**config.mk**
```make
export PLATFORM = sky130hd
export DESIGN_NAME = octo_router
export DESIGN_NICKNAME = d
export VERILOG_FILES = /design/src/rtl/octo_router.sv
export SDC_FILE = /design/constraint.sdc
export NUM_CORES = 1
export LEC_CHECK = 0
export ABC_AREA = 1
export ABC_CLOCK_PERIOD_IN_PS = 6320
export BUFFER_PORTS_ARGS = -buffer_cell sky130_fd_sc_hd__buf_2
export CORE_MARGIN = 5
export CORE_UTILIZATION = 44
export DETAILED_ROUTE_END_ITERATION = 12
export HOLD_SLACK_MARGIN = 0.03
export RECOVER_POWER = 100
export SETUP_SLACK_MARGIN = 0.05
export SKIP_LAST_GASP = 1
export SLEW_MARGIN = 20
export SYNTH_ARGS = -nofsm -noshare
export SYNTH_HDL_FRONTEND = slang
export SYNTH_SLANG_ARGS = --single-unit
```
**constraint.sdc**
```tcl
create_clock -name clk -period 6.32 [get_ports clk]
set_clock_uncertainty 0.2 [all_clocks]
set_input_delay 0.948 -clock clk [delete_from_list [all_inputs] [get_ports clk]]
set_output_delay 0.948 -clock clk [all_outputs]
set_load 0.05 [all_outputs]
```
**src/rtl/octo_router.sv**
```systemverilog
module octo_router #(
  parameter int NPORT = 2,
  parameter int PW    = 8,
  parameter int DEPTH = 4
) (
  input  logic                     clk,
  input  logic                     rst_n,
  input  logic [NPORT-1:0]         in_valid,
  input  logic [NPORT*(PW+3)-1:0]  in_word,
  output logic [NPORT-1:0]         in_ready,
  output logic [7:0]               out_valid,
  output logic [8*PW-1:0]          out_data,
  input  logic [7:0]               out_ready
);
  localparam int W  = PW + 3;
  localparam int AW = $clog2(DEPTH);

  logic [3:0]         full, empty, wen, ren;
  logic [3:0][W-1:0]  wdat, head;
  logic [NPORT-1:0]   gnt;

  // cardinal words first, then diagonal; lowest port wins inside a class
  always_comb begin
    gnt  = '0;
    wen  = '0;
    wdat = '0;
    for (int k = 0; k < 4; k++) begin
      for (int c = 0; c < 2; c++) begin
        for (int p = 0; p < NPORT; p++) begin
          if (!wen[k] && !full[k] && in_valid[p] &&
              in_word[p*W+PW +: 3] == 3'(2*k + c)) begin
            wen[k]  = 1'b1;
            gnt[p]  = 1'b1;
            wdat[k] = in_word[p*W +: W];
          end
        end
      end
    end
  end

  assign in_ready = gnt;

  genvar k, d;
  generate
    for (k = 0; k < 4; k++) begin : g_q
      logic [W-1:0] mem [DEPTH];
      logic [AW:0]  wp, rp;

      assign empty[k] = (wp == rp);
      assign full[k]  = (wp[AW] != rp[AW]) && (wp[AW-1:0] == rp[AW-1:0]);
      assign head[k]  = mem[rp[AW-1:0]];
      assign ren[k]   = !empty[k] && out_ready[head[k][W-1:PW]];

      always_ff @(posedge clk or negedge rst_n) begin
        if (!rst_n) begin
          wp <= '0;
          rp <= '0;
        end else begin
          if (wen[k]) wp <= wp + 1'b1;
          if (ren[k]) rp <= rp + 1'b1;
        end
      end

      always_ff @(posedge clk) begin
        if (wen[k]) mem[wp[AW-1:0]] <= wdat[k];
      end
    end

    for (d = 0; d < 8; d++) begin : g_out
      assign out_valid[d]         = !empty[d/2] && (head[d/2][W-1:PW] == 3'(d));
      assign out_data[d*PW +: PW] = head[d/2][PW-1:0];
    end
  endgenerate
endmodule


```
# [Word level (Yosys, flattened, before mapping)]
# Memories as Yosys holds them, arrays and structs flattened.
# Index checks and enable logic that the tools add are counted.
[word_totals] in_bits=34 mem_count=4 word_cells=203 ramBits=176 out_inout_bits=74 ff_bits=24 latchBits=0 romBits=0
[classes] multipliers=0 n_reduce_logical=83 eq_ne=33 n_addsub=8 shifts=0 magnitude_cmp=4 n_div=0 n_mux=63 bitwise=0
[mem_list] name="g_q[0].mem" words=4 width=11 read_ports=1 rd_ports_with_merged_regs=0 wr=1 line="46" rtl="logic [W-1:0] mem [DEPTH];"
[mem_list] name="g_q[1].mem" words=4 width=11 read_ports=1 rd_ports_with_merged_regs=0 wr=1 line="46"
[mem_list] name="g_q[2].mem" words=4 width=11 read_ports=1 rd_ports_with_merged_regs=0 wr=1 line="46"
[mem_list] name="g_q[3].mem" words=4 width=11 read_ports=1 rd_ports_with_merged_regs=0 wr=1 line="46"
[op_table] operator="2-to-1 mux 11 bit" count=16
[op_table] operator="logical AND 1 bit" count=60
[op_table] operator="2-to-1 mux 1 bit" count=43
[op_table] operator="equality test 3 bit, second input constant" count=12
[op_table] operator="adder 3 x 1 -> 3 bit, second input constant" count=8
[op_table] operator="zero test 1 bit" count=20
[op_table] operator="equality test 3 x 2 -> 1 bit, second input constant" count=6
[op_table] operator="less-than comparator 3 x 4 -> 1 bit, second input constant" count=4
[op_table] operator="binary-select mux 1 bit (select 3 bit)" count=4
[op_table] operator="equality test 3 bit" count=4
[op_table] operator="equality test 3 x 1 -> 1 bit, second input constant" count=3
[op_table] operator="zero test 3 bit" count=3
[op_table] operator="equality test 2 bit" count=4
[op_table] operator="inequality test 1 bit" count=4

# [Logic depth before layout (Yosys ltp)]
[depth] word_depth=27 mapped_depth=13

# [Worst setup path before layout]
# No wires, ideal clock.
[synth_path] path_type="register to output" startpoint="register g_q[3].rp[0]" endpoint="output out_data[63]" stages_incl_launch_ff=8 slack_ps=2943 path_buffers=4 t_required_ps=5172 t_arrival_ps=2229 cell_sequence="dfrtp_1 -> buf_6 -> inv_2 -> buf_4 -> clkbuf_1 -> o21ai_0 -> o22ai_1 -> buf_4"
[synth_via] elab_chain_cells=1
[synth_rtl] element="start, declared" line="47" rtl="logic [AW:0] wp, rp;"
[synth_rtl] element="start signal, assigned" line="60" rtl="if (ren[k]) rp <= rp + 1'b1;"
[synth_rtl] element="memory read (4 x 11 bit)"
[synth_rtl] element="end, declared" line="12" rtl="output logic [8*PW-1:0] out_data,"
# No other way between the ends.

# [Worst setup path after layout]
[layout_path] startpoint="register g_q[3].rp[0]" endpoint="output in_ready[1]"
[layout_via] elab_chain_cells=21 word_cells_on_any_way=22 classes_between="1 x eq/ne; 5 x mux; 16 x reduce/logical"
[layout_rtl] element="equality test 2 bit (*)" line="50" rtl="assign full[k] = (wp[AW] != rp[AW]) && (wp[AW-1:0] == rp[AW-1:0]);"
[layout_rtl] element="logical AND 1 bit (*)" line="50"
[layout_rtl] element="zero test 1 bit (*)" line="30" rtl="if (!wen[k] && !full[k] && in_valid[p] &&"
[layout_rtl] element="logical AND 1 bit (2 in series)" line="30"
[layout_rtl] element="2-to-1 mux 1 bit" line="30"
[layout_rtl] element="zero test 1 bit" line="30"
[layout_rtl] element="logical AND 1 bit (3 in series)" line="30"
[layout_rtl] element="2-to-1 mux 1 bit" line="30"
[layout_rtl] element="zero test 1 bit" line="30"
[layout_rtl] element="logical AND 1 bit (3 in series)" line="30"
[layout_rtl] element="2-to-1 mux 1 bit" line="30"
[layout_rtl] element="zero test 1 bit" line="30"
[layout_rtl] element="logical AND 1 bit (3 in series)" line="30"
[layout_rtl] element="2-to-1 mux 1 bit (*)" line="30"
[layout_rtl] element="end, declared" line="10" rtl="output logic [NPORT-1:0] in_ready,"
# Every way passes the cells marked *; elsewhere a longest branch is shown, timed or not.

==> results.md <==
- Status: finished clean
- Row cnt: 55
- Power share of the clock group: 17.6%
- Clock sinks: 200
- CP max stage cell: clkbuf_1
- R2r setup slk: 2160 ps
- Routability cong.: 0.887
- EDFF count, synth: 176
- #FFs+latches synth: 200
- Vias: 7248
- Final min period: 4920 ps
- Vias per inst: 5.09
- Initial antenna violation count: 2
- Clock Pin Slew Worst Setup and Hold Paths: 70 ps
- Lkg Pwr: 4.58 nW
- CP max FO: 28
- Synth warnings: 0
- Element type at the critical path end: output pin
- Pins Over Slew Limit: 0
- Worst-Skew Late Latency: 430 ps
- Wire length per cell: 16.6 um
- Largest net degree at the start of global routing: 31
- Worst slack, placed: 2620 ps
- Setup TNS: 0 ps
- CP Cell Sequence: clkbuf_1, inv_1, nand2_1, nand2_1, nand3_1, nand2_1, nor2_1, nand2_2, nand2_2, nor2_1, nand3_1, buf_2
- Critical Path Start Type: flop
- Reg2reg end: g_q[3].mem[3][5]$_DFFE_PP_
- Tot Pwr: 6.00 mW
- Routed wire length: 23600 um
- Detailed Route Iter0 Violations: 476
- Die ar.: 26000 um2
- Sequential element share of the synthesized area: 58.5%
- Die Ht: 161 um
- CTS tree: built
- Post CTS Setup Buffer Count: 0
- DRC errors left: 0
- DR pass1 iterations: 7
- Final critical-path share of the clock period: 77.9%
- Worst Reg-to-Reg Cells: 11
- Ys flop type: edfxtp_1
- Cell count after synthesis: 1047
- Fill cells: 2201
- Net count, final: 1181
- IO Pins: 108
- Maximum VDD drop: 0.000413 V
- GRT Residual Overflow: 0
- Max Fclk: 203 MHz
- Syn-to-layout area delta: 9.03%
- Core Area: 22600 um2
- RSZ-0062 raised after global routing: false
- Layout cell share with drive strength beyond 1: 6.77%
- Post-route ant nets: 0
- Asr flop ratio synth: 12.0%
- First-pass GRT wire length: 36900 um
- DP Area: 10600 um2
- Gate power share: 50.9%
- Syn_area_per_cell: 9.61 um2
- Design area: 11000 um2
- Critical Path Sink: in_ready[1]
- Worst EP required: 5170 ps
- Reg2Reg Launch Point: g_q[3].rp[0]$_DFFE_PN0P_
- Tightest Hold Check Type: reg -> reg
- Final worst slack: 1400 ps
- Gr usage total: 18.3%
- Internal power: 2.86 mW
- Seq pwr share: 31.4%
- Overall die width: 161 um
- Multi-input logic area: 3340 um2
- Synthesized area: 10100 um2
- Sw power: 3.13 mW
- Rel. slew slack: 2.30%
- I/O Buffers: 107
- Synth unique cells: 30
- Crit. Startpoint: g_q[3].rp[0]$_DFFE_PN0P_
- Slew @ Worst Pin: 1470 ps
- Starting density of the core: 44.6%
- Inserted Clock Buffers: 17
- Post-cts resize count: 0
- Switching portion of total power: 52.2%
- CP Data Arrival Time: 3770 ps
- CTS H-tree depth: 4
- Storage element area: 5890 um2
- Dpl hpwl: 16500 um
- Crit path largest cell delay: 840 ps
- Power per cell area: 547 nW/um2
- Diodes inserted: 0
- Max-cap violations: 0
- Vias in the first global route: 6648
- Root buf cell: clkbuf_16
- Hold Vio Cnt, Final: 0
- Clock Tree Buf Depth: 2
- Most frequent CP cell: nand2_1
- Post-CTS Hold Buffers: 0
- Final setup fails: 0
- Crit Path Class: reg -> out
==> cells in the final DEF (no fill, tap or decap), types with 17 or more instances in the layout <==
cell type / count
nand3_1: 89
ha_1: 20
nor2_1: 141
dfrtp_1: 24
nand2_1: 245
clkbuf_16: 17
o21ai_0: 88
buf_2: 33
o22ai_1: 32
edfxtp_1: 176
clkbuf_1: 77
inv_1: 98
==> state kept, by name, summed over array words and instances (netlist names) <==
| signal | flops |
|---|---|
| g_q.mem | 176 |
| g_q.rp | 12 |
| g_q.wp | 12 |
==> power by group through the flow <==
stage / sequential [mW] / combinational (mW) / clock, mW
5_1_grt: 1.92 / 3.36 / 1.13
4_1_cts: 1.89 / 3.19 / 1.07
3_3_place_gp: 1.91 / 3.15 / 0
6_report: 1.88 / 3.05 / 1.06
3_5_place_dp: 1.92 / 3.18 / 0
2_1_floorplan: 1.80 / 2.81 / 0
==> routing by layer <==
layer	part of all wire, %	up-vias	wire [um]	GRT usage (%)
met5	0.11	-	27	0
met3	5.6	39	1320	4.64
met1	46	3384	10800	25.0
met2	46	195	10900	29.0
li1	-	3626	-	-
met4	2.4	4	565	5.82
==> per-stage QoR <==
step / hold WS [ps] / instances / util (%)
floorplan: 312 / 1062 / -
global placement: 346 / 1393 / 46.9
detailed placement: 345 / 1393 / 46.9
CTS: 336 / 1423 / 49.4
global route: 379 / 1423 / 48.6
finish: 356 / 1423 / 48.6
==> cells by family (layout without fill, tap and decap cells) <==
kind of cell	Yosys count	count (layout)	synth area share, %
XOR/XNOR	19	19	1.92
adder cells (fa/ha/maj)	20	20	2.49
AO/OA/AOI/OAI	135	135	7.14
buffers and inverters	163	239	8.15
other	1	16	0.0373
flip-flops	200	200	58.5
AND/OR/NAND/NOR	509	509	21.8
==> area by class of cell <==
class / count / share of cell area (%)
clock buffer: 17 / 3.88
clock inverter: 13 / 1.27
multi-input combinational: 699 / 30.4
sequential: 200 / 53.7
timing repair buffer: 110 / 4.14
inverter: 99 / 3.39
tap: 285 / 3.25
==> critical path, delay by kind of cell (launching register included) <==
kind	cells	cell delay (ps)
flops	1	320
simple gates	9	1260
buf+inv	3	1760
==> Yosys cell counts, types with 9 or more instances <==
master,count,share of area [%]
edfxtp_1,176,53
ha_1,20,2.5
nand2_2,10,0.62
nand3_2,10,0.99
a21oi_1,11,0.55
nand3_1,82,4.1
o22ai_1,32,2.0
inv_1,93,3.5
clkbuf_1,15,0.56
buf_4,36,2.7
nand4_1,14,0.87
nand2_1,239,8.9
buf_6,9,1.0
nor2_1,139,5.2
o21ai_0,88,4.4
xor2_1,11,0.96
dfrtp_1,24,6.0
==> how the worst min path moves through the flow <==
stage,startpoint,end,cells after the start
after floorplan,g_q[3].wp[0]$_DFFE_PN0N_,g_q[3].wp[0]$_DFFE_PN0N_,1
after global placement,g_q[1].wp[2]$_DFFE_PN0N_,g_q[1].wp[2]$_DFFE_PN0N_,2
after detailed placement,g_q[3].wp[0]$_DFFE_PN0N_,g_q[3].wp[0]$_DFFE_PN0N_,1
after CTS,rst_n,g_q[2].rp[2]$_DFFE_PN0P_,1
after global routing,g_q[3].wp[0]$_DFFE_PN0N_,g_q[3].wp[0]$_DFFE_PN0N_,1
final,g_q[3].wp[0]$_DFFE_PN0N_,g_q[3].wp[0]$_DFFE_PN0N_,1
Note: power is estimated with default switching activity, not from simulation.
